## config.mk

```make
export PLATFORM = sky130hd
export DESIGN_NAME = sample_shift_selector
export DESIGN_NICKNAME = d
export VERILOG_FILES = /design/src/rtl/ssel_pkg.sv /design/src/rtl/ssel_history.sv /design/src/rtl/ssel_window_mux.sv /design/src/rtl/ssel_out_reg.sv /design/src/rtl/sample_shift_selector.sv
export SDC_FILE = /design/constraint.sdc
export NUM_CORES = 1
export LEC_CHECK = 0
export BUFFER_PORTS_ARGS = -buffer_cell sky130_fd_sc_hd__clkbuf_2
export CORE_MARGIN = 5
export CORE_UTILIZATION = 49
export DETAILED_ROUTE_END_ITERATION = 12
export PLACE_DENSITY = 0.83
export SLEW_MARGIN = 20
export SYNTH_ARGS = -nofsm -noshare
export SYNTH_HDL_FRONTEND = slang
export SYNTH_HIERARCHICAL = 1
export SYNTH_SLANG_ARGS = --single-unit
```

## constraint.sdc

```tcl
create_clock -name clk -period 2.3 [get_ports clk]
set_input_delay 0.115 -clock clk [delete_from_list [all_inputs] [get_ports clk]]
set_output_delay 0.115 -clock clk [all_outputs]
set_load 0.05 [all_outputs]
```

## src/rtl/ssel_pkg.sv

```systemverilog
package ssel_pkg;

  localparam int unsigned SSEL_LANES_DEF  = 4;
  localparam int unsigned SSEL_SAMPLE_DEF = 8;

  // Position inside the two-word window (previous word occupies the lower
  // half) that feeds output lane 'lane' when the stream is shifted by 'shift'.
  function automatic int window_src(int lanes, int lane, int shift);
    return lanes + lane - shift;
  endfunction

endpackage

```

## src/rtl/ssel_history.sv

```systemverilog
module ssel_history #(
  parameter  int unsigned LANES    = ssel_pkg::SSEL_LANES_DEF,
  parameter  int unsigned SAMPLE_W = ssel_pkg::SSEL_SAMPLE_DEF,
  localparam int unsigned WORD_W   = LANES * SAMPLE_W,
  localparam int unsigned SEL_W    = $clog2(LANES)
) (
  input  logic              clk,
  input  logic              rst_n,
  input  logic [WORD_W-1:0] din_i,
  input  logic [SEL_W-1:0]  sel_i,
  output logic [WORD_W-1:0] cur_o,
  output logic [WORD_W-1:0] prev_o,
  output logic [SEL_W-1:0]  sel_o
);

  logic [WORD_W-1:0] cur_q,  cur_d;
  logic [WORD_W-1:0] prev_q, prev_d;
  logic [SEL_W-1:0]  sel_q,  sel_d;
  logic              adv;

  // The stream advances one word every clock.
  assign adv = 1'b1;

  always_comb begin
    cur_d  = cur_q;
    prev_d = prev_q;
    sel_d  = sel_q;
    if (adv) begin
      cur_d  = din_i;
      prev_d = cur_q;
      sel_d  = sel_i;
    end
  end

  always_ff @(posedge clk or negedge rst_n) begin
    if (!rst_n) begin
      cur_q  <= '0;
      prev_q <= '0;
      sel_q  <= '0;
    end else begin
      cur_q  <= cur_d;
      prev_q <= prev_d;
      sel_q  <= sel_d;
    end
  end

  assign cur_o  = cur_q;
  assign prev_o = prev_q;
  assign sel_o  = sel_q;

endmodule

```

## src/rtl/ssel_window_mux.sv

```systemverilog
module ssel_window_mux #(
  parameter  int unsigned LANES    = ssel_pkg::SSEL_LANES_DEF,
  parameter  int unsigned SAMPLE_W = ssel_pkg::SSEL_SAMPLE_DEF,
  localparam int unsigned WORD_W   = LANES * SAMPLE_W,
  localparam int unsigned SEL_W    = $clog2(LANES),
  localparam int unsigned WIN_N    = 2 * LANES,
  localparam int unsigned IDX_W    = $clog2(WIN_N)
) (
  input  logic [WORD_W-1:0] cur_i,
  input  logic [WORD_W-1:0] prev_i,
  input  logic [SEL_W-1:0]  sel_i,
  output logic [WORD_W-1:0] slice_o
);

  logic [SAMPLE_W-1:0] win [WIN_N];

  generate
    for (genvar i = 0; i < LANES; i++) begin : g_win
      assign win[i]         = prev_i[i*SAMPLE_W +: SAMPLE_W];
      assign win[LANES + i] = cur_i[i*SAMPLE_W +: SAMPLE_W];
    end

    for (genvar k = 0; k < LANES; k++) begin : g_lane
      logic [IDX_W-1:0] src;
      assign src = IDX_W'(ssel_pkg::window_src(LANES, k, int'(sel_i)));
      assign slice_o[k*SAMPLE_W +: SAMPLE_W] = win[src];
    end
  endgenerate

endmodule

```

## src/rtl/ssel_out_reg.sv

```systemverilog
module ssel_out_reg #(
  parameter  int unsigned WORD_W = 32
) (
  input  logic              clk,
  input  logic              rst_n,
  input  logic [WORD_W-1:0] d_i,
  output logic [WORD_W-1:0] q_o
);

  logic [WORD_W-1:0] q_q, q_d;
  logic              load;

  assign load = 1'b1;

  always_comb begin
    q_d = q_q;
    if (load) q_d = d_i;
  end

  always_ff @(posedge clk or negedge rst_n) begin
    if (!rst_n) q_q <= '0;
    else        q_q <= q_d;
  end

  assign q_o = q_q;

endmodule

```

## src/rtl/sample_shift_selector.sv

```systemverilog
module sample_shift_selector #(
  parameter  int unsigned LANES    = ssel_pkg::SSEL_LANES_DEF,
  parameter  int unsigned SAMPLE_W = ssel_pkg::SSEL_SAMPLE_DEF,
  localparam int unsigned WORD_W   = LANES * SAMPLE_W,
  localparam int unsigned SEL_W    = $clog2(LANES)
) (
  input  logic              clk,
  input  logic              rst_n,
  input  logic [WORD_W-1:0] din_i,
  input  logic [SEL_W-1:0]  shift_sel_i,
  output logic [WORD_W-1:0] dout_o
);

  logic [WORD_W-1:0] cur_w, prev_w, slice_w;
  logic [SEL_W-1:0]  sel_w;

  ssel_history #(.LANES(LANES), .SAMPLE_W(SAMPLE_W)) u_hist (
    .clk    (clk),
    .rst_n  (rst_n),
    .din_i  (din_i),
    .sel_i  (shift_sel_i),
    .cur_o  (cur_w),
    .prev_o (prev_w),
    .sel_o  (sel_w)
  );

  ssel_window_mux #(.LANES(LANES), .SAMPLE_W(SAMPLE_W)) u_mux (
    .cur_i   (cur_w),
    .prev_i  (prev_w),
    .sel_i   (sel_w),
    .slice_o (slice_w)
  );

  ssel_out_reg #(.WORD_W(WORD_W)) u_oreg (
    .clk   (clk),
    .rst_n (rst_n),
    .d_i   (slice_w),
    .q_o   (dout_o)
  );

  // Edges seen since reset release, saturating; only bounds the assertions.
  logic [1:0] age_q;
  always_ff @(posedge clk or negedge rst_n) begin
    if (!rst_n)             age_q <= '0;
    else if (age_q != 2'd3) age_q <= age_q + 2'd1;
  end

  a_r1_zero_after_reset: assert property (@(posedge clk) disable iff (!rst_n)
    (age_q <= 2'd1) |-> (dout_o == '0));

  a_r3_no_shift: assert property (@(posedge clk) disable iff (!rst_n)
    (age_q >= 2'd2 && $past(shift_sel_i) == SEL_W'(0))
    |=> (dout_o == $past(din_i, 2)));

  a_r4_one_sample: assert property (@(posedge clk) disable iff (!rst_n)
    (age_q >= 2'd2 && $past(shift_sel_i) == SEL_W'(1))
    |=> (dout_o == {$past(din_i, 2) [WORD_W-SAMPLE_W-1:0],
                    $past(din_i, 3) [WORD_W-1 -: SAMPLE_W]}));

  generate
    if (LANES >= 3) begin : g_two_sample
      a_r5_two_samples: assert property (@(posedge clk) disable iff (!rst_n)
        (age_q >= 2'd2 && $past(shift_sel_i) == SEL_W'(2))
        |=> (dout_o == {$past(din_i, 2) [WORD_W-2*SAMPLE_W-1:0],
                        $past(din_i, 3) [WORD_W-1 -: 2*SAMPLE_W]}));
    end
  endgenerate

  a_r6_max_shift: assert property (@(posedge clk) disable iff (!rst_n)
    (age_q >= 2'd2 && $past(shift_sel_i) == SEL_W'(LANES-1))
    |=> (dout_o == {$past(din_i, 2) [SAMPLE_W-1:0],
                    $past(din_i, 3) [WORD_W-1:SAMPLE_W]}));

endmodule

```

==> flow_summary.ini, run 1 <==
[place]
port_buffers = 67
gp_congestion = 0.7490
postPlaceCellArea_um2 = 4177
hpwl_um = 4293

[sta]
rsz0062_at_grt = no
fmax_mhz = 570.8
final_max_slew_viol_count = 0
setup_tns_ps = 0
finalCriticalPeriod_ps = 1752
slew-limit-headroom_pct = 64.04
clock_skew_ps = 6.638
worst_pin_slew_ps = 539.4
post-route-period-util_pct = 76.18
hold_viol_final = 0
setup_viol = 0
hold_slack_ps = 290.1

[synthesis]
async_flop_share_pct = 100.0
ys_seq_area_share_pct = 65.95
syn_avg_cell_area_um2 = 21.01
synth_compound_area_share_pct = 0
synth_xor_xnor_area_share_pct = 0
syn-cell-area_um2 = 3719
yosysWarnings = 6
yosys-mux-area-fraction_pct = 31.09
synth_cell_types = 13
ys.flop_type = dfrtp_1
synth_top_family_by_area = multiplexers
synthAdderAreaFrac_pct = 0.6729
netlist.top_cell.by_area = dfrtp_1
syn-num-nets = 215
synth_seq_cells = 98
synth_edf_count = 0
synthSimpleGateAreaFrac_pct = 0
postSynthCellCount = 177
synthTopCellsByArea = dfrtp_1, mux4_2, mux4_1
yosysTopAreaCellShare_pct = 65.95
synth.most_common_cell = dfrtp_1
yosys-top-cells-count = dfrtp_1, mux4_2, mux2_1, mux4_1, mux2_2

[layout]
fin_nets = 325
final_core_util_pct = 64.99
layout-drive-gt1-share_pct = 44.18
stdcell_area_um2 = 4765
diodes = 0
syn_to_final_growth_pct = 28.13

[detailed_routing]
ant_nets = 0
dr.pass1.iters = 4
drt_iter0_markers = 62
drt_wl_total_um = 6600
routedWlPerCell_um = 16.88
vias = 2011
drc = 0
vias_per_cell = 5.143

[cts]
cts_setup_buffers = 0
cts_resized = 0
postCtsHoldBufs = 35
cts_tree = built
clock_path_buffers = 2
ctsHtreeMaxLevel = 3
clock_latency_ps = 350
clkTransAtPathRegs_ps = 90
cts.root.buffer_cell = clkbuf_8
cts.sinks = 98
cts_made_buffers = 9

[worst_setup_path]
critPathLaunchType = register
reg2reg_depth = 3
crit_path_max_fanout = 24
worst_setup_path_end_kind = register
path_class = reg -> reg
cp.arrival_ps = 1970
r2r_slack_ps = 550
rr_endpoint = u_oreg/q_o[0]
crit_required_ps = 2520
r2r_start = u_hist/sel_o[0]

[grt]
overflow = 0
antenna_found_initial = 0
track_usage_pct = 15.06
grt_start_max_net_pins = 45
grt_pass1_wl_um = 10950
grt_pass1_vias = 2099

[floorplan]
ios = 68
die_x_um = 97.12
num_rows = 31
fp.dieH_um = 97.12
initial_core_util_pct = 50.73
core_area_um2 = 7331
dieArea_um2 = 9431

[power]
leakage_nw = 2.142
p_per_area_nw_per_um2 = 807.3
vdd_ir_drop_max_mv = 0.2904
fin_total_pwr_mw = 3.847

[min_path]
hold_class = in -> async

[job]
cap_violations = 0

[status]
status = finished, final reports clean
==> worst max-delay path by stage <==
stage / from / end / slack, ps / cells past startpoint
final: u_hist/sel_o[0] / u_oreg/q_o[0] / 550 / 3
after global routing: u_hist/sel_o[0] / u_oreg/q_o[0] / 480 / 3
after CTS: u_hist/sel_o[0] / u_oreg/q_o[0] / 540 / 3
after detailed placement: u_hist/sel_o[0] / u_oreg/q_o[0] / 570 / 3
after global placement: u_hist/sel_o[0] / u_oreg/q_o[2] / 630 / 3
after floorplan: u_hist/sel_o[1] / u_oreg/q_o[0] / 80 / 7
==> area by class of cell <==
type | count | area, µm²
clock buffers | 12 | 165.2
flip-flops and latches | 98 | 2454
fillers | 502 | 2566
multi-input cells | 66 | 1181
well taps | 99 | 123.9
clock inverters | 4 | 72.57
repair buffers | 110 | 760.7
inverters | 2 | 7.507
==> metrics by stage <==
stage               cells  setup slack (ps)
CTS                   391             537.1
finish                391             548.0
global placement      340             626.8
floorplan             177             83.48
detailed placement    340             566.0
global route          391             482.3
==> per-layer routing <==
metal / vias to the layer above / track usage (%) / routed length (µm)
met4: 0 / 6.048 / 114
met1: 1047 / 19.45 / 2675
li1: 888 / - / -
met2: 67 / 23.89 / 3438
met5: - / 0 / 0
met3: 9 / 4.666 / 371
==> sequential cells by signal, indices dropped and copies added, names as in the netlist <==
register / flops
u_hist/prev_o: 32
u_hist/sel_o: 2
u_oreg/q_o: 32
u_hist/cur_o: 32
==> where the power goes <==
group	switching [mW]	internal [mW]
logic	0.431	0.269
clock network	0.537	0.700
registers	0.0587	1.85
==> placed cells by master, fill, tap and decap left out <==
cell type	n
clkbuf_8	12
dfrtp_2	1
inv_1	2
mux4_2	24
buf_12	1
dlygate4sd3_1	35
clkinvlp_4	1
dfrtp_1	97
bufinv_16	2
buf_4	8
clkbuf_2	66
mux2_4	4
clkinv_2	1
mux2_2	9
ha_1	2
mux2_1	17
mux4_1	10
==> critical path, stage by stage (launching register included) <==
cell,delay (ps)
dfrtp_2,370
buf_4,330
mux2_1,420
mux4_2,500
==> cells by family (layout without fill, tap and decap cells) <==
| kind of cell | after synthesis | after routing |
|---|---|---|
| DFF | 98 | 98 |
| adders and majority gates | 2 | 2 |
| muxes | 64 | 64 |
| buffers and inverters | 13 | 128 |
Power figures use the tool's default switching activity.
==> inputs of run 2 (changes only) <==
Settings changed: ABC_AREA set to 1, CORE_UTILIZATION 49 to 50, PLACE_DENSITY 0.83 to 0.82.
Clock period 2.3 ns to 1.75 ns, I/O delays scaled along.
==> run 2 against run 1 <==
  * Combinational power is 41% higher
  * Cell count is 53% higher
  * Register-to-register slack worse by 380 ps
  * Largest power group unchanged
  * Clock-buffer cell count is 1 lower
  * Power is 25% higher
  * Largest cell class unchanged
  * Wire length is 30% higher
  * Critical endpoint is now u_oreg/q_o[20]
  * Sequential share of layout area is 0.36 points lower
  * Fmax is 11% higher
==> flow_summary.ini, run 2 <==
[detailed_routing]
drt_wl_total_um = 8597
vias = 3174
dr.pass1.iters = 9
drc = 0
vias_per_cell = 5.299
drt_iter0_markers = 466
ant_nets = 0
routedWlPerCell_um = 14.35

[layout]
layout-drive-gt1-share_pct = 18.91
fin_nets = 530
layout_common_cells = nand2_1, dfrtp_1, nand3_1
fin_cells = 599
diodes = 0
syn_to_final_growth_pct = 25.06
fillers = 601
mostFrequentLayoutCell = nand2_1

[floorplan]
ios = 68
num_rows = 32
dieArea_um2 = 9521
core_area_um2 = 7607
die_x_um = 97.58
fp.dieH_um = 97.58
initial_core_util_pct = 50.41

[sta]
slew-limit-headroom_pct = 67.30
fmax_mhz = 632.0
finalCriticalPeriod_ps = 1582
clock_skew_ps = 9.604
setup_viol = 0
final_max_slew_viol_count = 0
post-route-period-util_pct = 90.41
setup_tns_ps = 0
hold_viol_final = 0
rsz0062_at_grt = no
worst_pin_slew_ps = 490.5

[grt]
track_usage_pct = 19.06
overflow = 0
grt_pass1_wl_um = 14460
grt_pass1_vias = 2987
met3_usage_pct = 4.307
globalRouteMet1Util_pct = 27.89
antenna_found_initial = 0
grt.busiest_layer = met1
grt_start_max_net_pins = 50
use_met2_pct = 27.57

[cts]
clkTransAtPathRegs_ps = 90
cts_tree = built
ctsHtreeMaxLevel = 3
clock_latency_ps = 370
clock_path_buffers = 2
cts.root.buffer_cell = clkbuf_8
cts.sinks = 98
cts_made_buffers = 9

[min_path]
hold_class = in -> async

[synthesis]
synth_seq_cells = 98
syn_avg_cell_area_um2 = 9.758
synth_edf_count = 0
synth_top_family_by_area = simple AND/OR/NAND/NOR gates
syn-cell-area_um2 = 3835
synthSimpleGateAreaFrac_pct = 22.71
yosysWarnings = 6
synth_xor_xnor_area_share_pct = 0
postSynthCellCount = 393
yosysTopAreaCellShare_pct = 63.95
synth.most_common_cell = nand2_1
yosys-top-cells-count = nand2_1, dfrtp_1, nand3_1, inv_1
ys.flop_type = dfrtp_1
synth_cell_types = 14
syn-num-nets = 431
synth_compound_area_share_pct = 6.264
synthTopCellsByArea = dfrtp_1, nand3_1, nand2_1
async_flop_share_pct = 100.0
ys_seq_area_share_pct = 63.95
netlist.top_cell.by_area = dfrtp_1
yosys-mux-area-fraction_pct = 0
synthAdderAreaFrac_pct = 0.6525

[power]
p_per_area_nw_per_um2 = 1004
vdd_ir_drop_max_mv = 0.4971
leakage_nw = 2.381

[worst_setup_path]
reg2reg_depth = 5
crit_required_ps = 2000
worst_setup_path_end_kind = register
path_class = reg -> reg
r2r_start = u_hist/sel_o[0]
crit_path_max_fanout = 49
rr_endpoint = u_oreg/q_o[20]
cp.arrival_ps = 1830
critPathLaunchType = register
r2r_slack_ps = 170

[place]
dp.cells = 548
port_buffers = 67
hpwl_um = 5817
gp_congestion = 0.9014

[status]
status = finished, final reports clean

[job]
cap_violations = 0
[run 2: cell types whose count changed after synthesis, moves of 4 or more]
cell,delta
nand3_1,+96
mux4_1,-10
o21ai_1,+8
buf_4,+4
mux2_1,-17
mux4_2,-24
mux2_4,-4
o211ai_1,+16
o21ai_0,+16
clkbuf_1,+4
inv_1,+25
buf_2,+9
mux2_2,-9
nand2_1,+104
[run 2: timing repair]
action | 4_1_cts | 5_1_grt
gates resized for setup | 0 | 0
setup endpoints to repair | 0 | 0
hold buffers | 35 | 0
hold endpoints to repair | 70 | 0
buffers inserted | 0 | 0
[run 2: how the worst max path moves through the flow]
stage | from | end | slack, ps | cells after the start
floorplan | u_hist/sel_o[0] | u_oreg/q_o[3] | 2 | 10
global placement | u_hist/sel_o[0] | u_oreg/q_o[21] | 340 | 5
detailed placement | u_hist/sel_o[0] | u_oreg/q_o[20] | 240 | 5
CTS | u_hist/sel_o[0] | u_oreg/q_o[20] | 220 | 5
global route | u_hist/sel_o[0] | u_oreg/q_o[17] | 90 | 5
finish | u_hist/sel_o[0] | u_oreg/q_o[20] | 170 | 5
[run 2: metrics by stage]
| step | worst slack [ps] | area (µm²) | hold slack (ps) | power [mW] | utilization [%] |
|---|---|---|---|---|---|
| after floorplan | 2.202 | 3842 | -208.1 | 3.193 | - |
| after global placement | 337.0 | 4264 | 76.94 | 3.451 | 56.05 |
| after detailed placement | 237.7 | 4264 | 86.89 | 3.476 | 56.05 |
| after CTS | 220.6 | 4796 | 232.5 | 4.837 | 63.04 |
| after global routing | 89.58 | 4796 | 271.6 | 5.029 | 63.04 |
| final | 167.8 | 4796 | 221.5 | 4.816 | 63.04 |
[run 2: logic make-up after synthesis]
kind of cell | count (synthesis)
fa+ha+maj | 2
flops | 98
buf+inv | 53
simple gates | 200
compound gates | 40
[run 2: critical path, cell delays in order (launching register included)]
cell and delay (ps):
dfrtp_1 380, buf_4 410, ha_1 260, inv_1 180
nand3_1 150, nand2_1 70
[run 2: final cells by class]
cell class / count / area (µm²) / share of cell area [%]
Clock buffer: 11 / 141.4 / 2.948
Clock inverter: 5 / 40.04 / 0.8349
Inverter: 29 / 110.1 / 2.296
Multi-Input combinational cell: 242 / 1136 / 23.69
Sequential cell: 98 / 2452 / 51.13
Tap cell: 102 / 127.6 / 2.661
Timing Repair Buffer: 112 / 788.3 / 16.44
[run 2: layer usage]
| metal | routed length, µm | part of all wire [%] |
|---|---|---|
| met5 | 0 | 0 |
| met2 | 3822 | 44 |
| met1 | 3793 | 44 |
| met3 | 804 | 9.4 |
| met4 | 177 | 2.1 |
[run 2: power breakdown]
group	total, mW	leakage [nW]	internal, mW	switching (mW)
clock	1.32	0.0818	0.560	0.756
combinational	0.991	1.15	0.287	0.704
sequential	2.51	1.15	2.43	0.0794
==> inputs of run 3 (changes only) <==
Settings changed: RECOVER_POWER set to 100.
==> run 3 against run 2 <==
  * Via count fell by 1.0%
  * Die area did not move
  * Global-route usage did not move
  * Cell count did not move
  * Utilization fell by 0.72 points
  * Clock power barely moved
  * Sequential cell count did not move
  * Fmax rose by 1.2%
  * Critical endpoint is now u_oreg/q_o[6]
==> flow_summary.ini, run 3 (same netlist as run 2, synthesis figures left out) <==
[sta]
clock_skew_ps = 10.34
setup_tns_ps = 0
hold_slack_ps = 350.0
setup_ws_ps = 186.9
finalCriticalPeriod_ps = 1563
worst_pin_slew_ps = 929.0
post-route-period-util_pct = 89.32
slew-limit-headroom_pct = 38.07
hold_viol_final = 0
rsz0062_at_grt = no
fmax_mhz = 639.8
final_max_slew_viol_count = 0
setup_viol = 0

[cts]
cts_made_buffers = 9
clock_path_buffers = 2
cts_resized = 0
postCtsHoldBufs = 35
clock_latency_ps = 370
cts_setup_buffers = 0
cts.sinks = 98
clkTransAtPathRegs_ps = 90
ctsHtreeMaxLevel = 3
cts.root.buffer_cell = clkbuf_8
cts_tree = built

[place]
postPlaceCellArea_um2 = 4264
pre_cts_slack_ps = 237.7
dp.cells = 548
gp_congestion = 0.9014
hpwl_um = 5817
port_buffers = 67

[layout]
fin_cells = 599
stdcell_area_um2 = 4741
multi_input_area_um2 = 1136
fin_nets = 530
mostFrequentLayoutCell = nand2_1
layout-drive-gt1-share_pct = 12.07
register_area_um2 = 2452
fillers = 624
final_core_util_pct = 62.32
layout_common_cells = nand2_1, dfrtp_1, nand3_1
syn_to_final_growth_pct = 23.62
diodes = 0

[worst_setup_path]
r2r_start = u_hist/sel_o[0]
crit_required_ps = 2010
critPathLaunchType = register
rr_endpoint = u_oreg/q_o[6]
cp.arrival_ps = 1820
worst_setup_path_end_kind = register
crit_path_max_fanout = 32
r2r_slack_ps = 190
path_class = reg -> reg
reg2reg_depth = 6

[min_path]
hold_class = in -> reg
hold_start = din_i[28]
hold_path_end = u_hist/cur_o[28]
hold_path_depth = 2

[floorplan]
initial_core_util_pct = 50.41
dieArea_um2 = 9521
ios = 68
die_x_um = 97.58
core_area_um2 = 7607
num_rows = 32
fp.dieH_um = 97.58

[detailed_routing]
drc = 0
dr.pass1.iters = 6
drt_iter0_markers = 494
routedWlPerCell_um = 14.45
vias = 3141
vias_per_cell = 5.244
ant_nets = 0
drt_wl_total_um = 8657

[grt]
overflow = 0
track_usage_pct = 19.06
antenna_found_initial = 0
grt_pass1_vias = 2987
grt_start_max_net_pins = 50
grt_pass1_wl_um = 14460

[power]
p_per_area_nw_per_um2 = 1010
leakage_nw = 2.279
vdd_ir_drop_max_mv = 0.4951
fin_total_pwr_mw = 4.789

[status]
status = finished, final reports clean

[job]
cap_violations = 0
==> run 3: cell count changes in the layout (fill, tap and decap cells not counted) <==
cell / previous run / this run
inv_1: 27 / 28
buf_4: 9 / 6
o21ai_1: 8 / 2
clkbuf_4: 0 / 1
buf_6: 0 / 1
inv_2: 1 / 0
buf_12: 2 / 1
o21ai_0: 16 / 22
clkbuf_1: 1 / 34
clkbuf_2: 66 / 35
==> run 3: how the worst max path moves through the flow <==
stage,from,end,slack (ps),cells past startpoint
after detailed placement,u_hist/sel_o[0],u_oreg/q_o[20],240,5
after global placement,u_hist/sel_o[0],u_oreg/q_o[21],340,5
after CTS,u_hist/sel_o[0],u_oreg/q_o[20],220,5
after floorplan,u_hist/sel_o[0],u_oreg/q_o[3],2,10
after global routing,u_hist/sel_o[0],u_oreg/q_o[6],90,6
final,u_hist/sel_o[0],u_oreg/q_o[6],190,6
==> run 3: critical path: stages, from the launching register on <==
cell	delay (ps)
dfrtp_1	370
inv_1	80
ha_1	290
clkbuf_4	350
nand3_1	150
nand3_1	140
nand2_1	60
==> run 3: layout make-up <==
cell class                 count  share of cell area [%]
sequential                    98                   51.73
multi-input combinational    242                   23.96
timing repair buffer         112                   15.47
clock buffer                  11                   2.982
tap                          102                   2.692
inverter                      29                   2.323
clock inverter                 5                  0.8445
==> run 3: layer usage <==
layer | routed length [µm] | share of wire (%) | global-route usage (%)
met3 | 825 | 9.5 | 4.307
met4 | 172 | 2.0 | 7.668
met2 | 3817 | 44 | 27.57
met5 | 0 | 0 | 0
met1 | 3842 | 44 | 27.89
==> run 3: power breakdown <==
part / internal [mW] / switching, mW / total [mW]
Clock: 0.560 / 0.759 / 1.32
Combinational: 0.258 / 0.704 / 0.962
Sequential: 2.43 / 0.0781 / 2.51
